==> src/rtl/ts_zone_pkg.sv <==
package ts_zone_pkg;
  typedef enum logic [2:0] {
    ZN_DIS  = 3'd0,
    ZN_HOT  = 3'd1,
    ZN_NORM = 3'd2,
    ZN_COLD = 3'd3,
    ZN_ONLY = 3'd4
  } zone_t;

  typedef enum logic [1:0] {
    BS_NORM = 2'd0,
    BS_FOLD = 2'd1,
    BS_DIS  = 2'd2
  } bias_t;
endpackage

==> src/rtl/ts_zone_classify.sv <==
module ts_zone_classify
  import ts_zone_pkg::*;
#(
  parameter int CODE_W      = 12,
  parameter int EN_MV       = 88,
  parameter int EN_HYS_MV   = 12,
  parameter int HOT_MV      = 275,
  parameter int HOT_HYS_MV  = 20,
  parameter int COLD_MV     = 1250,
  parameter int COLD_HYS_MV = 100,
  parameter int ONLY_MV     = 1600,
  parameter int ONLY_HYS_MV = 100
) (
  input  zone_t             zone_i,
  input  logic [CODE_W-1:0] mv_i,
  output zone_t             cand_o
);
  localparam logic [CODE_W-1:0] EN_HI   = CODE_W'(EN_MV);
  localparam logic [CODE_W-1:0] EN_LO   = CODE_W'(EN_MV - EN_HYS_MV);
  localparam logic [CODE_W-1:0] HOT_LO  = CODE_W'(HOT_MV);
  localparam logic [CODE_W-1:0] HOT_HI  = CODE_W'(HOT_MV + HOT_HYS_MV);
  localparam logic [CODE_W-1:0] COLD_HI = CODE_W'(COLD_MV);
  localparam logic [CODE_W-1:0] COLD_LO = CODE_W'(COLD_MV - COLD_HYS_MV);
  localparam logic [CODE_W-1:0] ONLY_HI = CODE_W'(ONLY_MV);
  localparam logic [CODE_W-1:0] ONLY_LO = CODE_W'(ONLY_MV - ONLY_HYS_MV);

  logic in_dis, in_only, in_hot, in_cold;

  // Each boundary uses the far threshold while its zone is the committed one.
  always_comb begin
    in_dis  = (zone_i == ZN_DIS)  ? (mv_i < EN_HI)   : (mv_i < EN_LO);
    in_only = (zone_i == ZN_ONLY) ? (mv_i > ONLY_LO) : (mv_i > ONLY_HI);
    in_hot  = (zone_i == ZN_HOT)  ? (mv_i < HOT_HI)  : (mv_i < HOT_LO);
    in_cold = (zone_i == ZN_COLD) ? (mv_i > COLD_LO) : (mv_i > COLD_HI);
    if (in_dis)       cand_o = ZN_DIS;
    else if (in_only) cand_o = ZN_ONLY;
    else if (in_hot)  cand_o = ZN_HOT;
    else if (in_cold) cand_o = ZN_COLD;
    else              cand_o = ZN_NORM;
  end
endmodule

==> src/rtl/ts_zone_deglitch.sv <==
module ts_zone_deglitch
  import ts_zone_pkg::*;
#(
  parameter int TEMP_DGL_MS = 30,
  parameter int MODE_DGL_MS = 30
) (
  input  logic  clk,
  input  logic  rst_n,
  input  logic  tick_i,
  input  zone_t cand_i,
  output zone_t zone_o,
  output logic  new_cycle_o
);
  localparam int MAX_DGL = (TEMP_DGL_MS > MODE_DGL_MS) ? TEMP_DGL_MS : MODE_DGL_MS;
  localparam int CNT_W   = $clog2(MAX_DGL + 1) + 1;

  zone_t             zone_q, tgt_q;
  logic [CNT_W-1:0]  cnt_q;
  logic              pulse_q;
  logic [CNT_W-1:0]  limit;
  logic [CNT_W-1:0]  cnt_nxt;

  always_comb begin
    limit   = ((tgt_q == ZN_ONLY) || (zone_q == ZN_ONLY)) ? CNT_W'(MODE_DGL_MS)
                                                           : CNT_W'(TEMP_DGL_MS);
    cnt_nxt = cnt_q + 1'b1;
  end

  always_ff @(posedge clk or negedge rst_n) begin
    if (!rst_n) begin
      zone_q  <= ZN_DIS;
      tgt_q   <= ZN_DIS;
      cnt_q   <= '0;
      pulse_q <= 1'b0;
    end else begin
      pulse_q <= 1'b0;
      if (cand_i == zone_q) begin
        tgt_q <= zone_q;
        cnt_q <= '0;
      end else if (cand_i != tgt_q) begin
        tgt_q <= cand_i;
        cnt_q <= '0;
      end else if (tick_i) begin
        if (cnt_nxt >= limit) begin
          zone_q  <= tgt_q;
          cnt_q   <= '0;
          pulse_q <= (zone_q == ZN_DIS) || (zone_q == ZN_ONLY);
        end else begin
          cnt_q <= cnt_nxt;
        end
      end
    end
  end

  assign zone_o      = zone_q;
  assign new_cycle_o = pulse_q;


  zone_on_tick_chk: assert property (@(posedge clk) disable iff (!rst_n)
    (zone_q != $past(zone_q)) |-> $past(tick_i));


  pulse_width_chk: assert property (@(posedge clk) disable iff (!rst_n)
    pulse_q |=> !pulse_q);


  pulse_origin_chk: assert property (@(posedge clk) disable iff (!rst_n)
    pulse_q |-> (($past(zone_q) == ZN_DIS) || ($past(zone_q) == ZN_ONLY))
                && (zone_q != $past(zone_q)));
endmodule

==> src/rtl/ts_zone_outputs.sv <==
module ts_zone_outputs
  import ts_zone_pkg::*;
#(
  parameter int CODE_W  = 12,
  parameter int FOLD_MV = 1475
) (
  input  zone_t             zone_i,
  input  logic [CODE_W-1:0] mv_i,
  output logic              chg_en_o,
  output logic              tmr_hold_o,
  output logic              term_dis_o,
  output bias_t             bias_o
);
  localparam logic [CODE_W-1:0] FOLD_TH = CODE_W'(FOLD_MV);

  always_comb begin
    chg_en_o   = (zone_i == ZN_NORM) || (zone_i == ZN_ONLY);
    tmr_hold_o = (zone_i == ZN_ONLY);
    term_dis_o = (zone_i == ZN_ONLY);
    if (zone_i == ZN_DIS)      bias_o = BS_DIS;
    else if (mv_i >= FOLD_TH)  bias_o = BS_FOLD;
    else                       bias_o = BS_NORM;
  end
endmodule

==> src/rtl/ts_zone_monitor.sv <==
module ts_zone_monitor
  import ts_zone_pkg::*;
#(
  parameter int CODE_W      = 12,
  parameter int EN_MV       = 88,
  parameter int EN_HYS_MV   = 12,
  parameter int HOT_MV      = 275,
  parameter int HOT_HYS_MV  = 20,
  parameter int COLD_MV     = 1250,
  parameter int COLD_HYS_MV = 100,
  parameter int ONLY_MV     = 1600,
  parameter int ONLY_HYS_MV = 100,
  parameter int FOLD_MV     = 1475,
  parameter int TEMP_DGL_MS = 30,
  parameter int MODE_DGL_MS = 30
) (
  input  logic              clk,
  input  logic              rst_n,
  input  logic              tick_1ms,
  input  logic              smp_valid,
  output logic              smp_ready,
  input  logic [CODE_W-1:0] smp_mv,
  output logic [2:0]        zone_o,
  output logic              chg_en_o,
  output logic              tmr_hold_o,
  output logic              term_dis_o,
  output logic              new_cycle_o,
  output logic [1:0]        bias_sel_o
);
  logic [CODE_W-1:0] mv_q;
  zone_t             zone, cand;
  bias_t             bias;

  assign smp_ready = 1'b1;

  always_ff @(posedge clk or negedge rst_n) begin
    if (!rst_n)         mv_q <= '0;
    else if (smp_valid) mv_q <= smp_mv;
  end

  ts_zone_classify #(
    .CODE_W(CODE_W), .EN_MV(EN_MV), .EN_HYS_MV(EN_HYS_MV),
    .HOT_MV(HOT_MV), .HOT_HYS_MV(HOT_HYS_MV),
    .COLD_MV(COLD_MV), .COLD_HYS_MV(COLD_HYS_MV),
    .ONLY_MV(ONLY_MV), .ONLY_HYS_MV(ONLY_HYS_MV)
  ) classify_i (
    .zone_i(zone), .mv_i(mv_q), .cand_o(cand)
  );

  ts_zone_deglitch #(
    .TEMP_DGL_MS(TEMP_DGL_MS), .MODE_DGL_MS(MODE_DGL_MS)
  ) deglitch_i (
    .clk(clk), .rst_n(rst_n), .tick_i(tick_1ms), .cand_i(cand),
    .zone_o(zone), .new_cycle_o(new_cycle_o)
  );

  ts_zone_outputs #(
    .CODE_W(CODE_W), .FOLD_MV(FOLD_MV)
  ) outputs_i (
    .zone_i(zone), .mv_i(mv_q), .chg_en_o(chg_en_o),
    .tmr_hold_o(tmr_hold_o), .term_dis_o(term_dis_o), .bias_o(bias)
  );

  assign zone_o     = zone;
  assign bias_sel_o = bias;


  hold_sample_chk: assert property (@(posedge clk) disable iff (!rst_n)
    !smp_valid |=> $stable(mv_q));


  hold_term_agree_chk: assert property (@(posedge clk) disable iff (!rst_n)
    tmr_hold_o |-> (term_dis_o && chg_en_o));


  dis_bias_chk: assert property (@(posedge clk) disable iff (!rst_n)
    (bias_sel_o == 2'd2) |-> !chg_en_o);
endmodule

==> config.mk <==
export PLATFORM = sky130hd
export DESIGN_NAME = ts_zone_monitor
export DESIGN_NICKNAME = d
export VERILOG_FILES = /design/src/rtl/ts_zone_pkg.sv /design/src/rtl/ts_zone_classify.sv /design/src/rtl/ts_zone_deglitch.sv /design/src/rtl/ts_zone_outputs.sv /design/src/rtl/ts_zone_monitor.sv
export SDC_FILE = /design/constraint.sdc
export NUM_CORES = 1
export LEC_CHECK = 0
export ABC_AREA = 1
export BUFFER_PORTS_ARGS = -buffer_cell sky130_fd_sc_hd__clkbuf_2
export CAP_MARGIN = 20
export CORE_MARGIN = 2
export CORE_UTILIZATION = 55
export CTS_CLUSTER_SIZE = 28
export DETAILED_ROUTE_END_ITERATION = 6
export PLACE_DENSITY = 0.81
export SLEW_MARGIN = 25
export SYNTH_ARGS = -nofsm -noshare
export SYNTH_HDL_FRONTEND = slang
export SYNTH_SLANG_ARGS = --single-unit
==> constraint.sdc <==
create_clock -name clk -period 4.1 [get_ports clk]
set_input_delay 0.205 -clock clk [delete_from_list [all_inputs] [get_ports clk]]
set_output_delay 0.205 -clock clk [all_outputs]
set_load 0.1 [all_outputs]
Yosys cells after proc, flatten, opt, wreduce, memory -nomap -nowiden
Cells that the tools add are included.

storage, ports and cells
  register bits after elaboration = 25
  output and inout port bits = 10

cells by class
  add/subtract/negate cells = 1
  magnitude comparators = 10
  equal/unequal tests = 6
  muxes and demuxes = 20
  bitwise logic cells = 2
  reduce and logical (&&, ||, !) cells = 6

operators with widths
  operator                                                      count
  > comparator 12 x 11 -> 1 bit (second input constant)         4
  less-than comparator 12 x 7 -> 1 bit (second input constant)  2
  less-than comparator 12 x 9 -> 1 bit (second input constant)  2
  two-way mux 6 bit                                             4
  two-way mux 3 bit                                             5
  >= comparator 12 x 11 -> 1 bit (second input constant)        1
  two-way mux 1 bit                                             10
  adder 6 x 1 -> 6 bit (second input constant)                  1
  == test 3 x 2 -> 1 bit (second input constant)                2
  >= comparator 6 x 5 -> 1 bit (second input constant)          1
  AND reduction 4 bit                                           1
  == test 3 x 1 -> 1 bit (second input constant)                1
  == test 3 bit                                                 1
  == test 3 bit (second input constant)                         1
  logical NOT 3 bit                                             1
  inequality test 3 bit                                         1
  nonzero test 3 bit                                            1
  logical OR 1 bit                                              2
  two-way mux 2 bit                                             1
  inverter 1 bit                                                2
  nonzero test 2 bit                                            1

Longest topological paths before layout
Gate-level depths: netlist (run 1).

  depth after elaboration = 9
  depth in mapped cells = 16

Hierarchy
Synthesis (run 1) repeated with hierarchy kept, for this count alone.

unflattened totals
  cells, all modules = 309
  area, all modules = 1,843.0 um^2

modules (own cells, without submodules)
  module            times used  cells each  area an instance (um^2)  seq. area each (um^2)
  ts_zone_deglitch  1           112         777.0                    325.3
  ts_zone_monitor   1           53          469.2                    300.3
  ts_zone_classify  1           114         466.7                    0.0
  ts_zone_outputs   1           30          130.1                    0.0

Least setup slack after synthesis (run 1)
OpenSTA, ideal clock, no wires.

  path type = register to output
  start = reg deglitch_i.zone_q[2] (netlist: deglitch_i.zone_o[2])
  end = out bias_sel_o[0]
  arrival = 3,333 ps
  data required time = 3,895 ps
  slack = 562 ps
  cell stages (with the launch flop) = 5
  buffers on the path = 0
  cells stage by stage = dfrtp_1 -> inv_1 -> nand2_1 -> inv_1 -> a21oi_1

between the ends
  cells in the longest elaborated chain, start to end = 2

RTL lines
  item                    line                    RTL
  start, declared         ts_zone_deglitch.sv:17  zone_t zone_q, tgt_q;
  start signal, assigned  ts_zone_deglitch.sv:45  zone_q <= tgt_q;
  logical NOT 3 bit       ts_zone_outputs.sv:20   if (zone_i == ZN_DIS) bias_o = BS_DIS;
  two-way mux 2 bit       ts_zone_outputs.sv:20
  end, declared           ts_zone_monitor.sv:28   output logic [1:0] bias_sel_o

No other way between the ends.

Worst setup path in the final report (run 1)
  start = reg mv_q[10]
  end = reg deglitch_i.zone_q[2] (netlist: deglitch_i.zone_o[2])

between the ends
  cells in the longest elaborated chain, start to end = 9
  elaborated cells on any way between the ends = 21

RTL lines
  item                                                           line                                            RTL
  start, declared                                                ts_zone_monitor.sv:30                           logic [CODE_W-1:0] mv_q;
  start signal, assigned                                         ts_zone_monitor.sv:38                           else if (smp_valid) mv_q <= smp_mv;
  > comparator 12 x 11 -> 1 bit                                  ts_zone_classify.sv:34                          in_cold = (zone_i == ZN_COLD) ? (mv_i > COLD_LO) : (mv_i > COLD_HI);
  two-way mux 1 bit                                              ts_zone_classify.sv:34
  two-way mux 1 bit                                              ts_zone_classify.sv:38                          else if (in_cold) cand_o = ZN_COLD;
  two-way mux 3 bit                                              ts_zone_classify.sv:37                          else if (in_hot) cand_o = ZN_HOT;
  two-way mux 3 bit                                              ts_zone_classify.sv:36                          else if (in_only) cand_o = ZN_ONLY;
  two-way mux 3 bit (*)                                          ts_zone_classify.sv:35                          if (in_dis) cand_o = ZN_DIS;
  == test 3 bit / inequality test 3 bit (equally long branches)  ts_zone_deglitch.sv:37, ts_zone_deglitch.sv:40
  inverter 1 bit (no source line)                                -
  AND reduction 4 bit (no source line) (*)                       -

Mark *: on every way between the ends. The rest lies on a longest branch, timed or not.
A chain may end at the register's enable or synchronous reset.

==> flow_metrics.py, run 1 <==
metrics = {
    "outcome": {
        "run_status": "finished, final reports clean",
    },
    "clocking": {
        "post_cts_resize_count": 0,
        "clock_sink_count": 25,
        "cts.root.buffer_cell": "sky130_fd_sc_hd__clkbuf_4",
        "cts_tree": "built",
        "cts_made_buffers": 3,
        "clock_latency_ns": 0.32,
        "maximum_clock_path_buffer_count": 2,
        "cts_hold_repair_buffers": 1,
        "worst_setup_hold_path_clk_slew_ns": 0.14,
        "cts_post_setup_buffers_inserted": 0,
        "ctsHtreeMaxLevel": 1,
    },
    "hold_path": {
        "worstHoldPathCells": 2,
        "hold_path.class": "in2reg",
    },
    "grt": {
        "global_route_wire_length_before_repair_um": 5810,
        "grt_max_degree": 26,
        "number_of_antenna_violations_at_the_first_check_in_global_routing": 0,
        "gr-usage-all-layers": 0.215,
        "global_route.overflow_total": 0,
        "grt_pass1_vias": 1307,
    },
    "floorplanning": {
        "die_area_um2": 3570,
        "starting_density_of_the_core": 0.570,
        "coreArea_um2": 3000,
        "num_io_pins": 26,
        "std_cell_rows": 20,
        "die-height_um": 59.8,
        "die_width_um": 59.8,
    },
    "critical_path": {
        "start_kind": "register",
        "worst_ep_arrival_time_ns": 2.27,
        "cp_slowest_cell": "sky130_fd_sc_hd__dfrtp_1",
        "crit_path_end_kind": "register",
        "cp_num_cells": 12,
        "critPathBufInv": 0,
        "worstSetupPathType": "reg2reg",
        "worst-r2r-cell-count": 12,
        "worst_ep_required_time_ns": 4.33,
        "critical_path.top_delay_family": "simple AND/OR/NAND/NOR gates",
        "timing.critical_path.slowest_cell_delay_ns": 0.47,
        "path_max_fanout": 6,
        "critPathMostFrequentCell": "sky130_fd_sc_hd__nand2_1",
        "critical_path.cell_chain": "nand2_1 -> nand2_1 -> nor2_1 -> nand2_1 -> o21ai_0 -> nand3_1 -> nand3b_1 -> nand2_4 -> nor2_8 -> nand3_4 -> nand2_1 -> nand2_1",
    },
    "sta": {
        "maxClockFrequency_mhz": 490,
        "report.final.slew_viol_count": 0,
        "relSlewSlack": 0.600,
        "worst-slew-pin-transition_ns": 0.600,
        "rsz0062_at_grt": "false",
        "hold_slack_ns": 0.0460,
        "finalHoldViolations": 0,
        "setup_viol": 0,
        "min_period_over_period": 0.498,
        "setup_total_negative_slack_ns": 0,
        "min_clock_period_post_route_ns": 2.04,
        "fin_worst_skew_ns": 0.00331,
    },
    "route": {
        "drt_first_pass_iters": 4,
        "met2WireLength_um": 1530,
        "postRouteAntennaNets": 0,
        "top_layer": "met4",
        "detail_route.wirelength_um": 3440,
        "drt_iter0_markers": 53,
        "wirelength_met1_um": 1690,
        "detail_route.vias_per_cell": 5.27,
        "met3_length_um": 174,
        "post_route_drc_violation_count": 0,
        "detailroute.via_count": 1545,
        "routedWlPerCell_um": 11.7,
    },
    "logic_synthesis": {
        "synth_ff_type": "sky130_fd_sc_hd__dfrtp_1",
        "synthesis.area_per_instance_um2": 7.28,
        "postSynth.asyncResetShare": 1.00,
        "synth_top_cell_by_area": "sky130_fd_sc_hd__dfrtp_1",
        "synth_enable_flop_cells": 0,
        "yosysTopAreaCellShare": 0.365,
        "yosys_warnings": 0,
        "yosysSeqAreaShare": 0.365,
        "syn_inst": 235,
        "netlist_area_um2": 1710,
        "synth_seq_cells": 25,
        "net_count_after_synthesis": 253,
        "synth.lib_cells_used.distinct": 31,
        "ys_top_cells_by_area": "sky130_fd_sc_hd__dfrtp_1 (37%), sky130_fd_sc_hd__nand2_1 (13%), sky130_fd_sc_hd__nand3_1 (6.4%)",
    },
    "cells_and_area": {
        "layout_commonest_cell": "sky130_fd_sc_hd__nand2_1",
        "fin_nets": 279,
        "area.sequential_um2": 626,
        "area_growth_syn_to_layout_pct": 10.5,
        "design_area_um2": 1890,
        "final_layout_size_suffix_gt1_frac": 0.254,
        "fillers": 281,
        "layout.cells.most_common_list": "sky130_fd_sc_hd__nand2_1 (60), sky130_fd_sc_hd__dfrtp_1 (25), sky130_fd_sc_hd__clkbuf_2 (24), sky130_fd_sc_hd__nor2_1 (23), sky130_fd_sc_hd__inv_1 (23)",
        "multi_input_area_um2": 951,
        "utilization": 0.630,
        "antenna_diode_count": 0,
    },
    "placed_design": {
        "routabilityCongestion": 0.988,
        "place.port_buffers": 24,
        "detailedPlacementHpwl_um": 2710,
        "dpl_cell_area_um2": 1850,
    },
    "power": {
        "standby_leakage_power_nw": 0.920,
        "design_power_total_w": 0.000566,
        "power.ir.vdd_worst_mv": 0.250,
        "power_per_cell_area_nw_per_um2": 299,
    },
    "flow_run": {
        "maxCapViolations": 0,
    },
}
## power breakdown
| part | internal [W] | switching [W] |
|---|---|---|
| registers | 0.000264 | 0.0000239 |
| logic | 0.0000573 | 0.000108 |
| clock network | 0.0000373 | 0.0000752 |
| total | 0.000359 | 0.000207 |
## synth_stat cells, types with 3 or more instances
cell	number
sky130_fd_sc_hd__nand2_4	3
sky130_fd_sc_hd__mux2_2	3
sky130_fd_sc_hd__nand4_1	6
sky130_fd_sc_hd__nand3_1	22
sky130_fd_sc_hd__nor3_1	4
sky130_fd_sc_hd__dfrtp_1	25
sky130_fd_sc_hd__o21ai_0	12
sky130_fd_sc_hd__nor2_2	10
sky130_fd_sc_hd__nand2_2	7
sky130_fd_sc_hd__nor2_1	23
sky130_fd_sc_hd__inv_2	5
sky130_fd_sc_hd__a21oi_1	6
sky130_fd_sc_hd__nand2_1	60
sky130_fd_sc_hd__a21oi_2	4
sky130_fd_sc_hd__inv_1	23
## final timing paths
check / startpoint / slack, ns / end
setup / recovery: mv_q[10] / 2.06 / deglitch_i.zone_o[2]
hold reg to reg: deglitch_i.cnt_q[5] / 0.55 / deglitch_i.cnt_q[5]
hold / removal: tick_1ms / 0.05 / deglitch_i.cnt_q[5]
max in group asynchronous: rst_n / 3.31 / deglitch_i.zone_o[2]
min in group asynchronous: rst_n / 0.41 / mv_q[10]
setup reg to reg: mv_q[10] / 2.06 / deglitch_i.zone_o[2]
## logic make-up (layout without fill, tap and decap cells)
logic type,Yosys count,after routing,share of synthesized area
DFF,25,25,0.365
and+or+nand+nor,142,142,0.417
buffers and inverters,34,59,0.0789
other,1,1,0.00219
adders and majority gates,2,2,0.0146
xor gates and xnor gates,3,3,0.0154
AOI/OAI and AO/OA,25,25,0.0870
muxes,3,3,0.0197
## layout make-up
cell class	instances	area share
Timing Repair Buffer	25	0.0688
Clock inverter	1	0.00397
Multi-Input combinational cell	176	0.503
Inverter	30	0.0596
Clock buffer	3	0.0119
Tap cell	33	0.0218
Sequential cell	25	0.331
## layer usage
layer,global-route usage,vias up
li1,-,803
met1,0.330,691
met2,0.314,46
met3,0.0195,5
met4,0.0762,0
met5,0,-
## flip-flops by register name, indices dropped and copies added, names as in the netlist
| name | flops |
|---|---|
| mv_q | 12 |
| deglitch_i.new_cycle_o | 1 |
| deglitch_i.tgt_q | 3 |
| deglitch_i.zone_o | 3 |
| deglitch_i.cnt_q | 6 |
## worst reg2reg max path, cell delays in order, from the launching register on
cell and delay [ns]:
sky130_fd_sc_hd__dfrtp_1 0.47, sky130_fd_sc_hd__nand2_1 0.11, sky130_fd_sc_hd__nand2_1 0.11, sky130_fd_sc_hd__nor2_1 0.17, sky130_fd_sc_hd__nand2_1 0.07, sky130_fd_sc_hd__o21ai_0 0.24, sky130_fd_sc_hd__nand3_1 0.18, sky130_fd_sc_hd__nand3b_1 0.17
sky130_fd_sc_hd__nand2_4 0.08, sky130_fd_sc_hd__nor2_8 0.13, sky130_fd_sc_hd__nand3_4 0.10, sky130_fd_sc_hd__nand2_1 0.09, sky130_fd_sc_hd__nand2_1 0.05
## stage by stage
step | setup slack (ns) | instances
3_3_place_gp | 2.14 | 288
6_report | 2.06 | 293
4_1_cts | 2.09 | 293
2_1_floorplan | 0.562 | 235
5_1_grt | 1.84 | 293
3_5_place_dp | 2.10 | 288
Note: power is estimated with default switching activity, not from simulation.
==> run 2: changes to the inputs <==
Settings changed: CORE_UTILIZATION 55 to 51, PLACE_DENSITY 0.81 to 0.79.
Clock period 4.1 ns to 1.85 ns, I/O delays scaled along.
==> run 2 against run 1 <==
Net effect: the flow now finishes with violations (setup timing); final cell count up 20%; critical endpoint is now deglitch_i.zone_o[0]; via count up 17%; sequential share of layout area down 6.9 points; largest power group unchanged; register-to-register slack lost 2.2 ns; count of clock-buffer cells in the layout did not move; largest cell class unchanged; die area is 7.3% higher; design area increased by 30%.
==> flow_metrics.py, run 2 (synthesized netlist as in run 1, its figures left out) <==
metrics = {
    "route": {
        "drt_first_pass_iters": 4,
        "drt_iter0_markers": 108,
        "detailroute.via_count": 1814,
        "detail_route.wirelength_um": 4440,
        "detail_route.vias_per_cell": 5.15,
        "post_route_drc_violation_count": 0,
        "routedWlPerCell_um": 12.6,
        "postRouteAntennaNets": 0,
    },
    "sta": {
        "report.final.slew_viol_count": 0,
        "setup_total_negative_slack_ns": -0.631,
        "final.setup.worst_slack_ns": -0.0961,
        "min_period_over_period": 1.05,
        "worst-slew-pin-transition_ns": 0.617,
        "fin_worst_skew_ns": 0.00915,
        "min_clock_period_post_route_ns": 1.95,
        "relSlewSlack": 0.589,
        "rsz0062_at_grt": "true",
        "setup_viol": 10,
        "finalHoldViolations": 0,
        "maxClockFrequency_mhz": 514,
    },
    "cells_and_area": {
        "antenna_diode_count": 0,
        "layout_top_registers": "mv_q x12, deglitch_i.cnt_q x6",
        "layout.cells.most_common_list": "sky130_fd_sc_hd__nand2_1 (51), sky130_fd_sc_hd__buf_4 (32), sky130_fd_sc_hd__clkbuf_2 (19), sky130_fd_sc_hd__nand3_1 (18), sky130_fd_sc_hd__inv_1 (17)",
        "fin_nets": 325,
        "final_layout_size_suffix_gt1_frac": 0.454,
        "fillers": 220,
        "layout_commonest_cell": "sky130_fd_sc_hd__nand2_1",
        "area_growth_syn_to_layout_pct": 44.0,
        "registers.top_by_ff_count": "mv_q",
        "largest_reg_flops": 12,
    },
    "flow_run": {
        "maxCapViolations": 0,
    },
    "power": {
        "power.net_switching_w": 0.000538,
        "power.ir.vdd_worst_mv": 0.442,
        "comb_power_share": 0.378,
        "pwr-share-clk": 0.175,
        "design_power_total_w": 0.00145,
        "standby_leakage_power_nw": 1.14,
        "switching_share": 0.370,
        "power_per_cell_area_nw_per_um2": 590,
        "p_int_w": 0.000917,
        "fraction_of_power_consumed_by_sequential_logic": 0.447,
    },
    "critical_path": {
        "timing.rr.start": "mv_q[5]",
        "worst-r2r-cell-count": 14,
        "worstReg2RegEnd": "deglitch_i.zone_o[0]",
        "startpoint": "mv_q[5]",
        "worstSetupPathType": "reg2reg",
        "path_max_fanout": 6,
        "regToRegSetupSlack_ns": -0.1,
        "worst_ep_required_time_ns": 2.08,
        "crit_path_end": "deglitch_i.zone_o[0]",
        "crit_path_end_kind": "register",
        "start_kind": "register",
        "worst_ep_arrival_time_ns": 2.18,
    },
    "floorplanning": {
        "starting_density_of_the_core": 0.521,
        "die_area_um2": 3840,
        "die-height_um": 61.9,
        "coreArea_um2": 3280,
        "std_cell_rows": 21,
        "num_io_pins": 26,
        "die_width_um": 61.9,
    },
    "outcome": {
        "violated_checks": "setup timing",
        "run_status": "finished with violations",
    },
    "grt": {
        "top_usage_layer": "met2",
        "grt_max_degree": 26,
        "gr-usage-all-layers": 0.224,
        "global_route.overflow_total": 0,
        "grt.met2_usage": 0.362,
        "grt_pass1_vias": 1586,
        "global_route_wire_length_before_repair_um": 6550,
        "number_of_antenna_violations_at_the_first_check_in_global_routing": 0,
        "grt_util_met3": 0.0331,
        "met1_usage_in_global_routing": 0.310,
    },
    "clocking": {
        "cts_made_buffers": 3,
        "maximum_clock_path_buffer_count": 2,
        "ctsHtreeMaxLevel": 1,
        "worst_setup_hold_path_clk_slew_ns": 0.15,
        "cts_tree": "built",
        "cts.root.buffer_cell": "sky130_fd_sc_hd__clkbuf_4",
        "clock_latency_ns": 0.32,
        "clock_sink_count": 25,
    },
    "placed_design": {
        "routabilityCongestion": 0.972,
        "place.port_buffers": 24,
        "detailedPlacementHpwl_um": 2880,
    },
    "hold_path": {
        "hold_path.class": "in2reg",
    },
}
[run 2: cell types whose count changed in the layout (fill, tap and decap cells not counted), sizes merged]
cell / delta
inv: -2
clkinvlp: +2
clkbuf: -4
buf: +37
dlygate4sd3: +13
[run 2: stage by stage]
step | utilization | setup WS (ns) | area (um^2) | cells | hold WS [ns]
detailed placement | 0.619 | -0.0723 | 2030 | 316 | 0.132
global placement | 0.619 | -0.0614 | 2030 | 316 | 0.134
floorplan | - | -0.222 | 1760 | 235 | -0.203
CTS | 0.705 | -0.0292 | 2310 | 343 | 0.00746
global route | 0.750 | -0.229 | 2460 | 352 | 0.234
finish | 0.750 | -0.0961 | 2460 | 352 | 0.194
[run 2: what timing repair did]
action | in CTS | in global routing
pin swaps | 7 | 11
setup buffers | 10 | 8
hold buffers | 13 | 1
endpoints found under the setup margin | 11 | 12
endpoints found under the hold margin | 37 | 1
resized for setup | 15 | 29
[run 2: how the worst min path moves through the flow]
stage	from	to	slack [ns]	cells after the start
after CTS	smp_mv[10]	mv_q[10]	0.007	2
after detailed placement	rst_n	mv_q[0]	0.13	1
after global placement	rst_n	mv_q[1]	0.13	1
after floorplan	rst_n	deglitch_i.cnt_q[0]	-0.20	0
final	smp_valid	mv_q[11]	0.19	3
after global routing	smp_valid	mv_q[11]	0.23	3
[run 2: critical path, stage by stage, from the launching register on]
cell	delay [ns]
sky130_fd_sc_hd__dfrtp_2	0.50
sky130_fd_sc_hd__nor2_4	0.17
sky130_fd_sc_hd__nand2_2	0.07
sky130_fd_sc_hd__nor2_2	0.12
sky130_fd_sc_hd__a21oi_2	0.08
sky130_fd_sc_hd__inv_2	0.10
sky130_fd_sc_hd__nand2_4	0.08
sky130_fd_sc_hd__nor2_4	0.12
sky130_fd_sc_hd__nand2_2	0.10
sky130_fd_sc_hd__nand2_2	0.10
sky130_fd_sc_hd__nand2_4	0.07
sky130_fd_sc_hd__nor2_8	0.13
sky130_fd_sc_hd__nand3_4	0.11
sky130_fd_sc_hd__nand2_1	0.08
sky130_fd_sc_hd__nand2_1	0.04
[run 2: cell type report]
class | instances | area, um^2 | share of cell area
clock buffer | 3 | 22.5 | 0.00914
clock inverter | 1 | 7.51 | 0.00305
inverter | 30 | 125 | 0.0508
multi-input combinational | 176 | 1070 | 0.433
sequential | 25 | 646 | 0.262
tap | 46 | 57.6 | 0.0234
timing repair buffer | 71 | 539 | 0.219
[run 2: metal layers]
| layer | wire length [um] | share of wire | vias to the layer above |
|---|---|---|---|
| met5 | 0 | 0 | - |
| met4 | 94 | 0.021 | 0 |
| met3 | 183 | 0.041 | 10 |
| met2 | 2170 | 0.49 | 57 |
| met1 | 1990 | 0.45 | 846 |
| li1 | - | - | 901 |
[run 2: power by group through the flow]
stage                     Sequential [W]  Clock [W]  Combinational [W]
after floorplan                 0.000636          0           0.000298
after global routing            0.000656   0.000291           0.000599
after CTS                       0.000641   0.000262           0.000466
final                           0.000650   0.000254           0.000550
after global placement          0.000646          0           0.000397
after detailed placement        0.000647          0           0.000401
==> run 3: changes to the inputs <==
Settings changed: CORE_ASPECT_RATIO set to 0.5.
==> run 3 against run 2 <==
Net effect: the run still ends with setup timing left; register-to-register slack lost 0.12 ns; setup slack lost 0.12 ns; final cell count shrank 6.0%; combinational power shrank 6.0%; largest cell class unchanged.
==> flow_metrics.py, run 3 (synthesized netlist as in run 1, its figures left out) <==
metrics = {
    "outcome": {
        "run_status": "finished with violations",
        "violated_checks": "setup timing",
    },
    "critical_path": {
        "crit_path_end_kind": "register",
        "worst_ep_required_time_ns": 2.02,
        "cp_slowest_cell": "sky130_fd_sc_hd__dfrtp_2",
        "worstSetupPathType": "reg2reg",
        "critical_path.top_delay_family": "simple AND/OR/NAND/NOR gates",
        "path_max_fanout": 5,
        "critical_path.cell_chain": "inv_2 -> nand2_1 -> nor2_4 -> nand4_1 -> nand3_1 -> nand3_4 -> buf_4 -> nand3_1 -> nand2_1 -> nand2_4 -> nand3_4 -> nand2_2 -> nand2_2",
        "critPathBufInv": 2,
        "start_kind": "register",
        "worst_ep_arrival_time_ns": 2.24,
        "timing.critical_path.slowest_cell_delay_ns": 0.47,
    },
    "power": {
        "pwr-share-clk": 0.226,
        "p_int_w": 0.000945,
        "power.ir.vdd_worst_mv": 0.405,
        "comb_power_share": 0.340,
        "standby_leakage_power_nw": 1.12,
        "power_per_cell_area_nw_per_um2": 622,
        "switching_share": 0.377,
        "fraction_of_power_consumed_by_sequential_logic": 0.433,
        "power.net_switching_w": 0.000573,
    },
    "clocking": {
        "clock_latency_ns": 0.28,
        "maximum_clock_path_buffer_count": 2,
        "cts.root.buffer_cell": "sky130_fd_sc_hd__clkbuf_8",
        "clock_sink_count": 25,
        "worst_setup_hold_path_clk_slew_ns": 0.10,
        "ctsHtreeMaxLevel": 1,
        "cts_tree": "built",
        "cts_made_buffers": 3,
    },
    "route": {
        "postRouteAntennaNets": 0,
        "detailroute.via_count": 1811,
        "detail_route.wirelength_um": 5180,
        "post_route_drc_violation_count": 0,
        "routedWlPerCell_um": 15.6,
        "drt_iter0_markers": 134,
        "drt_first_pass_iters": 5,
        "detail_route.vias_per_cell": 5.47,
    },
    "sta": {
        "rsz0062_at_grt": "true",
        "final.setup.worst_slack_ns": -0.220,
        "min_clock_period_post_route_ns": 2.07,
        "hold_slack_ns": 0.00350,
        "maxClockFrequency_mhz": 483,
        "fin_worst_skew_ns": 0.0131,
        "setup_viol": 10,
        "report.final.slew_viol_count": 0,
        "worst-slew-pin-transition_ns": 0.663,
        "finalHoldViolations": 0,
        "min_period_over_period": 1.12,
        "relSlewSlack": 0.558,
    },
    "placed_design": {
        "detailedPlacementHpwl_um": 3150,
        "routabilityCongestion": 0.954,
        "place.port_buffers": 24,
        "placement.setup.worst_slack_ns": -0.0901,
    },
    "floorplanning": {
        "starting_density_of_the_core": 0.552,
        "std_cell_rows": 14,
        "coreArea_um2": 3100,
        "die-height_um": 45.0,
        "num_io_pins": 26,
        "die_width_um": 85.9,
        "die_area_um2": 3860,
    },
    "grt": {
        "number_of_antenna_violations_at_the_first_check_in_global_routing": 0,
        "grt.met2_usage": 0.447,
        "grt_max_degree": 26,
        "grt_pass1_vias": 1600,
        "global_route.overflow_total": 0,
        "grt_util_met3": 0.0548,
        "gr-usage-all-layers": 0.249,
        "top_usage_layer": "met2",
        "global_route_wire_length_before_repair_um": 7360,
        "met1_usage_in_global_routing": 0.316,
    },
    "cells_and_area": {
        "largest_reg_flops": 12,
        "registers.top_by_ff_count": "mv_q",
        "layout_top_registers": "mv_q x12, deglitch_i.cnt_q x6",
        "layout_commonest_cell": "sky130_fd_sc_hd__nand2_1",
        "area_growth_syn_to_layout_pct": 42.6,
        "antenna_diode_count": 0,
        "fillers": 203,
        "layout.cells.most_common_list": "sky130_fd_sc_hd__nand2_1 (44), sky130_fd_sc_hd__buf_4 (34), sky130_fd_sc_hd__clkbuf_2 (19), sky130_fd_sc_hd__inv_1 (18), sky130_fd_sc_hd__nand3_1 (17)",
        "fin_nets": 310,
        "final_layout_size_suffix_gt1_frac": 0.519,
    },
    "hold_path": {
        "hold_path.class": "in2reg",
    },
    "flow_run": {
        "maxCapViolations": 0,
    },
}
## run 3: what timing repair did
item / 4_1_cts / 5_1_grt
gates cloned: 0 / 0
gates resized for setup: 12 / 61
hold endpoints to repair: 26 / 0
hold buffers: 2 / 0
pin swaps: 3 / 25
buffers inserted: 4 / 6
setup endpoints to repair: 10 / 11
## run 3: path summary, 6_finish.rpt
check | from | slack (ns) | cells after the start | end
setup / recovery | mv_q[11] | -0.22 | 13 | deglitch_i.zone_o[2]
hold / removal | smp_mv[9] | 0.003 | 3 | mv_q[9]
setup reg to reg | mv_q[11] | -0.22 | 13 | deglitch_i.zone_o[2]
hold reg to reg | deglitch_i.cnt_q[5] | 0.54 | 2 | deglitch_i.cnt_q[5]
min in group asynchronous | rst_n | 0.37 | 2 | deglitch_i.tgt_q[2]
max in group asynchronous | rst_n | 0.98 | 2 | deglitch_i.zone_o[0]
## run 3: through the flow
step                 util  std cells  TNS (ns)  power (W)  cell area [um^2]
finish              0.787        331     -1.77    0.00152              2440
global route        0.787        331     -2.89    0.00159              2440
CTS                 0.706        325   -0.0789    0.00142              2190
detailed placement  0.666        315    -0.572    0.00106              2060
global placement    0.666        315    -0.166    0.00105              2060
floorplan               -        235     -1.27   0.000934              1760
## run 3: power groups by stage
stage	registers, W	clock network, W	logic [W]
3_3_place_gp	0.000643	0	0.000406
5_1_grt	0.000661	0.000366	0.000566
6_report	0.000657	0.000344	0.000517
3_5_place_dp	0.000645	0	0.000417
4_1_cts	0.000639	0.000347	0.000437
2_1_floorplan	0.000636	0	0.000298
## run 3: worst reg2reg max path: cells and delay by family, from the launching register on
kind / cells / cell delay, ns
AND/OR/NAND/NOR: 11 / 1.23
buffers and inverters: 2 / 0.26
flip-flops: 1 / 0.47
## run 3: layout make-up
| class | count | area, um^2 | share of cell area |
|---|---|---|---|
| Multi-Input combinational cell | 176 | 1180 | 0.485 |
| Sequential cell | 25 | 648 | 0.266 |
| Timing Repair Buffer | 56 | 390 | 0.160 |
| Inverter | 30 | 123 | 0.0502 |
| Tap cell | 40 | 50.0 | 0.0205 |
| Clock buffer | 4 | 45.0 | 0.0185 |
## run 3: routing by layer
layer  up-vias  part of all wire
met4         0             0.030
met2        66              0.49
li1        865                 -
met5         -                 0
met1       858              0.43
met3        22             0.049
